--- config.mk ---
export PLATFORM = sky130hd
export DESIGN_NAME = uart_tx_brk
export DESIGN_NICKNAME = d
export VERILOG_FILES = /design/src/rtl/utx_pkg.sv /design/src/rtl/utx_baud.sv /design/src/rtl/utx_framer.sv /design/src/rtl/uart_tx_brk.sv
export SDC_FILE = /design/constraint.sdc
export NUM_CORES = 1
export LEC_CHECK = 0
export CAP_MARGIN = 20
export CORE_UTILIZATION = 30
export CTS_BUF_LIST = sky130_fd_sc_hd__clkbuf_4 sky130_fd_sc_hd__clkbuf_8
export DETAILED_ROUTE_END_ITERATION = 10
export GPL_TIMING_DRIVEN = 0
export PLACE_DENSITY = 0.58
export SYNTH_ARGS = -nofsm -noshare
export SYNTH_HDL_FRONTEND = slang
export SYNTH_SLANG_ARGS = --single-unit
--- constraint.sdc ---
create_clock -name clk -period 2.95 [get_ports clk]
set_clock_uncertainty 0.15 [all_clocks]
set_input_delay 0.4425 -clock clk [delete_from_list [all_inputs] [get_ports clk]]
set_output_delay 0.4425 -clock clk [all_outputs]
set_load 0.02 [all_outputs]
--- src/rtl/utx_pkg.sv ---
package utx_pkg;
    // Sub-bit ticks per bit time.
    localparam int OVS = 16;

    typedef enum logic [1:0] {
        ST_IDLE  = 2'd0,
        ST_DATA  = 2'd1,
        ST_BREAK = 2'd2,
        ST_TAIL  = 2'd3
    } tx_state_e;
endpackage

--- src/rtl/utx_baud.sv ---
module utx_baud #(
    parameter int DIV_W = 13,
    parameter int OVS   = 16
) (
    input  logic             clk,
    input  logic             rst_n,
    input  logic             run,
    input  logic [DIV_W-1:0] divisor,
    output logic             bit_tick
);
    localparam int SUB_W = (OVS > 1) ? $clog2(OVS) : 1;

    typedef struct packed {
        logic [DIV_W-1:0] pre;
        logic [SUB_W-1:0] sub;
    } baud_st_t;

    baud_st_t st_d, st_q;
    logic     sub_tick;
    logic     div_zero;

    always_comb begin
        st_d     = st_q;
        div_zero = (divisor == '0);
        sub_tick = run && !div_zero && (st_q.pre == divisor - DIV_W'(1));
        bit_tick = sub_tick && (st_q.sub == SUB_W'(OVS - 1));
        if (!run || div_zero) begin
            st_d = '0;
        end else if (sub_tick) begin
            st_d.pre = '0;
            st_d.sub = (st_q.sub == SUB_W'(OVS - 1)) ? '0 : st_q.sub + SUB_W'(1);
        end else begin
            st_d.pre = st_q.pre + DIV_W'(1);
        end
    end

    always_ff @(posedge clk or negedge rst_n) begin
        if (!rst_n) st_q <= '0;
        else        st_q <= st_d;
    end

    // no tick when the divisor is zero or the generator is stopped
    p_tick_gated_r9: assert property (@(posedge clk) disable iff (!rst_n)
        bit_tick |-> (run && divisor != '0));

    // the modulus counter never passes the divisor
    p_pre_in_range_r2: assert property (@(posedge clk) disable iff (!rst_n)
        (run && divisor != '0 && $stable(divisor)) |-> (st_q.pre < divisor));
endmodule

--- src/rtl/utx_framer.sv ---
module utx_framer
    import utx_pkg::*;
#(
    parameter int DATA_W = 9
) (
    input  logic              clk,
    input  logic              rst_n,
    input  logic              bit_tick,
    input  logic              div_ok,
    input  logic              wr_en,
    input  logic [DATA_W-1:0] wr_data,
    input  logic              nine_bit,
    input  logic              par_en,
    input  logic              par_odd,
    input  logic              brk_req,
    output logic              tx,
    output logic              busy,
    output logic              done
);
    localparam int FRM_W = DATA_W + 2;
    localparam int CNT_W = $clog2(FRM_W + 1);

    typedef struct packed {
        tx_state_e        st;
        logic [FRM_W-1:0] shreg;
        logic [CNT_W-1:0] left;
        logic             done;
    } frm_st_t;

    frm_st_t          st_d, st_q;
    logic [FRM_W-1:0] char_frame;
    logic [CNT_W-1:0] frame_len;
    logic             par_bit;
    int               n_pos;
    int               n_dat;

    // Character frame image, least significant bit leaves first.
    always_comb begin
        n_pos      = nine_bit ? DATA_W : DATA_W - 1;
        n_dat      = par_en ? n_pos - 1 : n_pos;
        frame_len  = CNT_W'(n_pos + 2);
        char_frame = '1;
        char_frame[0] = 1'b0;
        par_bit    = par_odd;
        for (int i = 0; i < DATA_W; i++) begin
            if (i < n_dat) begin
                char_frame[i+1] = wr_data[i];
                par_bit         = par_bit ^ wr_data[i];
            end
        end
        if (par_en) char_frame[n_pos] = par_bit;
    end

    always_comb begin
        st_d      = st_q;
        st_d.done = 1'b0;
        case (st_q.st)
            ST_IDLE: begin
                if (div_ok && brk_req) begin
                    st_d.st    = ST_BREAK;
                    st_d.shreg = '0;
                    st_d.left  = frame_len;
                end else if (div_ok && wr_en) begin
                    st_d.st    = ST_DATA;
                    st_d.shreg = char_frame;
                    st_d.left  = frame_len;
                end
            end
            default: begin
                if (bit_tick) begin
                    if (st_q.left == CNT_W'(1)) begin
                        if (st_q.st == ST_BREAK && brk_req) begin
                            st_d.shreg = '0;
                            st_d.left  = frame_len;
                        end else if (st_q.st == ST_BREAK) begin
                            st_d.st    = ST_TAIL;
                            st_d.shreg = '1;
                            st_d.left  = CNT_W'(1);
                        end else begin
                            st_d.done  = (st_q.st == ST_DATA);
                            st_d.st    = ST_IDLE;
                            st_d.shreg = '1;
                            st_d.left  = '0;
                        end
                    end else begin
                        st_d.shreg = {1'b1, st_q.shreg[FRM_W-1:1]};
                        st_d.left  = st_q.left - CNT_W'(1);
                    end
                end
            end
        endcase
    end

    always_ff @(posedge clk or negedge rst_n) begin
        if (!rst_n) begin
            st_q.st    <= ST_IDLE;
            st_q.shreg <= '1;
            st_q.left  <= '0;
            st_q.done  <= 1'b0;
        end else begin
            st_q <= st_d;
        end
    end

    assign busy = (st_q.st != ST_IDLE);
    assign tx   = busy ? st_q.shreg[0] : 1'b1;
    assign done = st_q.done;

    // line high whenever idle
    p_idle_high_r1: assert property (@(posedge clk) disable iff (!rst_n)
        !busy |-> tx);
    // line and activity hold between bit ticks
    p_bit_hold_r2: assert property (@(posedge clk) disable iff (!rst_n)
        (busy && !bit_tick) |=> (busy && $stable(tx)));
    // every frame or break opens low
    p_start_low_r3: assert property (@(posedge clk) disable iff (!rst_n)
        $rose(busy) |-> !tx);
    // done lasts one cycle and coincides with the busy fall
    p_done_single_r6: assert property (@(posedge clk) disable iff (!rst_n)
        done |=> !done);
    p_done_at_end_r6: assert property (@(posedge clk) disable iff (!rst_n)
        done |-> (!busy && $past(busy)));
    // the break tail is high
    p_tail_high_r8: assert property (@(posedge clk) disable iff (!rst_n)
        (st_q.st == ST_TAIL) |-> tx);
    // no start without a working divisor
    p_no_start_r9: assert property (@(posedge clk) disable iff (!rst_n)
        (!div_ok && !busy) |=> !busy);
endmodule

--- src/rtl/uart_tx_brk.sv ---
module uart_tx_brk #(
    parameter int DIV_W  = 13,
    parameter int DATA_W = 9
) (
    input  logic              clk,
    input  logic              rst_n,
    input  logic [DIV_W-1:0]  divisor,
    input  logic              nine_bit,
    input  logic              par_en,
    input  logic              par_odd,
    input  logic              brk_req,
    input  logic              wr_en,
    input  logic [DATA_W-1:0] wr_data,
    output logic              tx,
    output logic              busy,
    output logic              done
);
    logic bit_tick;
    logic div_ok;

    assign div_ok = (divisor != '0);

    utx_baud #(.DIV_W(DIV_W), .OVS(utx_pkg::OVS)) u_baud (
        .clk      (clk),
        .rst_n    (rst_n),
        .run      (busy),
        .divisor  (divisor),
        .bit_tick (bit_tick)
    );

    utx_framer #(.DATA_W(DATA_W)) u_framer (
        .clk      (clk),
        .rst_n    (rst_n),
        .bit_tick (bit_tick),
        .div_ok   (div_ok),
        .wr_en    (wr_en),
        .wr_data  (wr_data),
        .nine_bit (nine_bit),
        .par_en   (par_en),
        .par_odd  (par_odd),
        .brk_req  (brk_req),
        .tx       (tx),
        .busy     (busy),
        .done     (done)
    );
endmodule

==> metrics.csv <==
stage;metric;value;unit
route;highest metal used;met4;
worst_setup_path;reg2reg end;u_framer.st_q[2]$_DFFE_PN0P_;
route;routed len/inst;14.2;um
timing;PnR worst setup slack;-14.1;ps
die;# IOs;32;
logic_synthesis;Seq/Total Area, Yosys;34.4;%
cells_and_area;fin nets;382;
outcome;failing checks;setup timing;
logic_synthesis;FF+latch count, synth;35;
worst_setup_path;cell chain of the critical path;buf_12 > inv_12 > ha_4 > or4b_4 > or3_4 > or4_4 > o211ai_4 > and4_4 > a21o_4 > buf_8 > mux2_4;
power;Pleak;1.40;nW
global_routing;initial antenna violation count;0;
timing;Max-slew headroom;45.1;%
timing;RSZ-0062 raised after global routing;yes;
cells_and_area;n_diodes;0;
die;FP Rows;33;
global_routing;grt ovf;0;
worst_setup_path;Worst R2R Setup Slack;420;ps
clocking;H-Tree Level Count;2;
route;Post-DRT Antenna Nets;0;
route;Iteration-0 DRC Markers;126;
route;met3 wire length;168;um
logic_synthesis;ys async rst share;100;%
logic_synthesis;Post-synth EDFFs;0;
worst_setup_path;Worst setup SP type;input pin;
timing;Tmin final;2960;ps
die;Die Area;0.00898;mm^2
route;drt pass-1 iters;4;
clocking;CTS max path bufs;2;
timing;fin crit share;100;%
timing;fmax;337;MHz
timing;Final setup viols;1;
place;placed inst area;0.00307;mm^2
global_routing;largest net degree at the start of global routing;36;
power;Worst VDD drop;0.169;mV
power;Final Power;1.22;mW
die;Starting Density;31.3;%
worst_setup_path;Worst EP arrival;2990;ps
power;Power Density;365;mW/mm^2
clocking;clock root buffer master;clkbuf_8;
logic_synthesis;post-synthesis cell count;294;
clocking;worst skew pair latency;290;ps
global_routing;first-pass GRT wire length;11000;um
route;WL final;6400;um
worst_setup_path;Critical path buffers and inverters;3;
die;Core Area;0.00826;mm^2
worst_setup_path;crit end category;register;
logic_synthesis;Avg Synthesized Cell Area;8.78;um^2
place;# port buffers;29;
clocking;TritonCTS Buffers;5;
global_routing;vias in the first global route;2291;
clocking;clock-pin transition on the worst setup and hold timing paths;80;ps
logic_synthesis;synth unique cells;57;
place;GPL Wtd Cong;0.773;
logic_synthesis;top_reg_cell synth;dfrtp_1;
timing;Slew Viols, Final;0;
cells_and_area;Layout area overhead;29.4;%
timing;actual slew at the worst max-slew pin;824;ps
cells_and_area;design area;0.00334;mm^2
cells_and_area;ratio of cells with drive above 1 in the final layout;21.6;%
cells_and_area;commonest non-fill, non-tap cells in the layout;nor2_1, dfrtp_1, nand2_1;
route;drt drc;0;
worst_setup_path;Crit-path slowest cell;or4b_4;
clocking;CTS Sinks;35;
logic_synthesis;Synth area leader;dfrtp_1;
timing;hold_ws;98.0;ps
global_routing;GRT Util Overall;15.5;%
die;die height;94.8;um
logic_synthesis;top cell type's share of synthesized area;23.3;%
worst_setup_path;kind of cell adding the most delay to the critical path;simple AND/OR/NAND/NOR gates;
route;via count;2341;
worst_setup_path;Reg2Reg Depth;9;
place;Detailed Place HPWL;4570;um
cells_and_area;most common cell after layout, fill and taps aside;nor2_1;
logic_synthesis;synthesized area;0.00258;mm^2
worst_setup_path;stages on the worst setup path;11;
hold_path;Hold Path Class;input pin to asynchronous set/reset pin;
logic_synthesis;syn_nets;330;
flow_run;MaxCap Viol Count;0;
die;die width;94.8;um
outcome;outcome;finished, violations left;
logic_synthesis;Warnings, synthesis;0;
worst_setup_path;CP Max Fanout;5;
worst_setup_path;Critical R2R Launch;u_baud.st_q[10]$_DFF_PN0_;
clocking;CTS tree;yes;
logic_synthesis;synth top area cells;dfrtp_1, dfstp_2, xor2_1, xnor2_1, nor2_1;
route;WL met2;2880;um
route;M1 WL;3280;um
worst_setup_path;critical path's largest stage delay;480;ps
timing;Final Hold Fails;0;
worst_setup_path;WS Path Type;input pin to register;
route;Via density;5.18;
worst_setup_path;Crit path required time;2970;ps
## routing by layer
metal  GRT usage (%)  vias up
met2            24.7       32
met3            2.33        7
met5               0        -
met1            21.8     1133
met4            4.17        0
li1                -     1169
## per-stage QoR
| step | TNS [ps] | util, % | std cells | setup slack [ps] |
|---|---|---|---|---|
| 6_report | -14.1 | 40.5 | 452 | -14.1 |
| 5_1_grt | -79.8 | 40.5 | 452 | -65.2 |
| 4_1_cts | -121 | 39.9 | 449 | -58.3 |
| 3_5_place_dp | -32280 | 37.1 | 429 | -1120 |
| 3_3_place_gp | -32180 | 37.1 | 428 | -1120 |
| 2_1_floorplan | -917 | - | 294 | -239 |
## final cells by class
cell class | instances | area, um^2
Timing Repair Buffer | 47 | 438
Tap cell | 105 | 131
Sequential cell | 35 | 890
Fill cell | 847 | 4920
Clock inverter | 2 | 11.3
Clock buffer | 6 | 76.3
Inverter | 15 | 73.8
Multi-Input combinational cell | 232 | 1660
Buffer | 10 | 60.1
## Yosys cell counts (all sizes together) (2+ instances only)
master	n
dfstp	11
o2111ai	7
or4	3
ha	7
xnor2	14
nor3b	2
and3	7
mux2i	3
or3	2
a21oi	13
and2	2
o22ai	2
inv	15
o31ai	3
a31o	2
a31oi	11
nand4	4
nand3b	4
buf	5
nand2	24
mux2	4
nand3	13
and3b	2
nor3	6
a211oi	10
o21ai	9
xor2	18
nor2b	2
clkbuf	7
nand2b	7
o211ai	5
dfrtp	24
nor2	29
nor4	3
## state kept, by name, summed over array words and instances (netlist names)
register,count
u_framer.done,1
u_baud.st_q,17
u_framer.st_q,17
## repair_timing
action,CTS,global route
gates resized for setup,47,14
endpoints found under the setup margin,35,28
setup buffers,13,4
pin swaps,11,8
hold buffers,0,0
## report_power, final
group | switching (mW) | internal, mW
clock network | 0.185 | 0.175
logic | 0.138 | 0.146
registers | 0.0534 | 0.523
total | 0.377 | 0.844
## cells by family after synthesis
family	count (synthesis)	share of synthesized area, %
simple gates	114	23.0
compound gates	71	19.4
flops	35	34.4
xor+xnor	33	11.7
buf+inv	27	4.99
mux	7	3.05
fa+ha+maj	7	3.39
## worst max-delay path by stage
stage               startpoint                            to  slack (ps)
floorplan           divisor[0]  u_framer.st_q[2]$_DFFE_PN0P_        -240
global placement    divisor[0]  u_framer.st_q[2]$_DFFE_PN0P_       -1120
detailed placement  divisor[0]  u_framer.st_q[2]$_DFFE_PN0P_       -1120
CTS                 divisor[1]  u_framer.st_q[2]$_DFFE_PN0P_         -60
global route        divisor[0]  u_framer.st_q[2]$_DFFE_PN0P_         -70
finish              divisor[0]  u_framer.st_q[2]$_DFFE_PN0P_         -10
No activity file was read; power rests on OpenSTA's default activity.
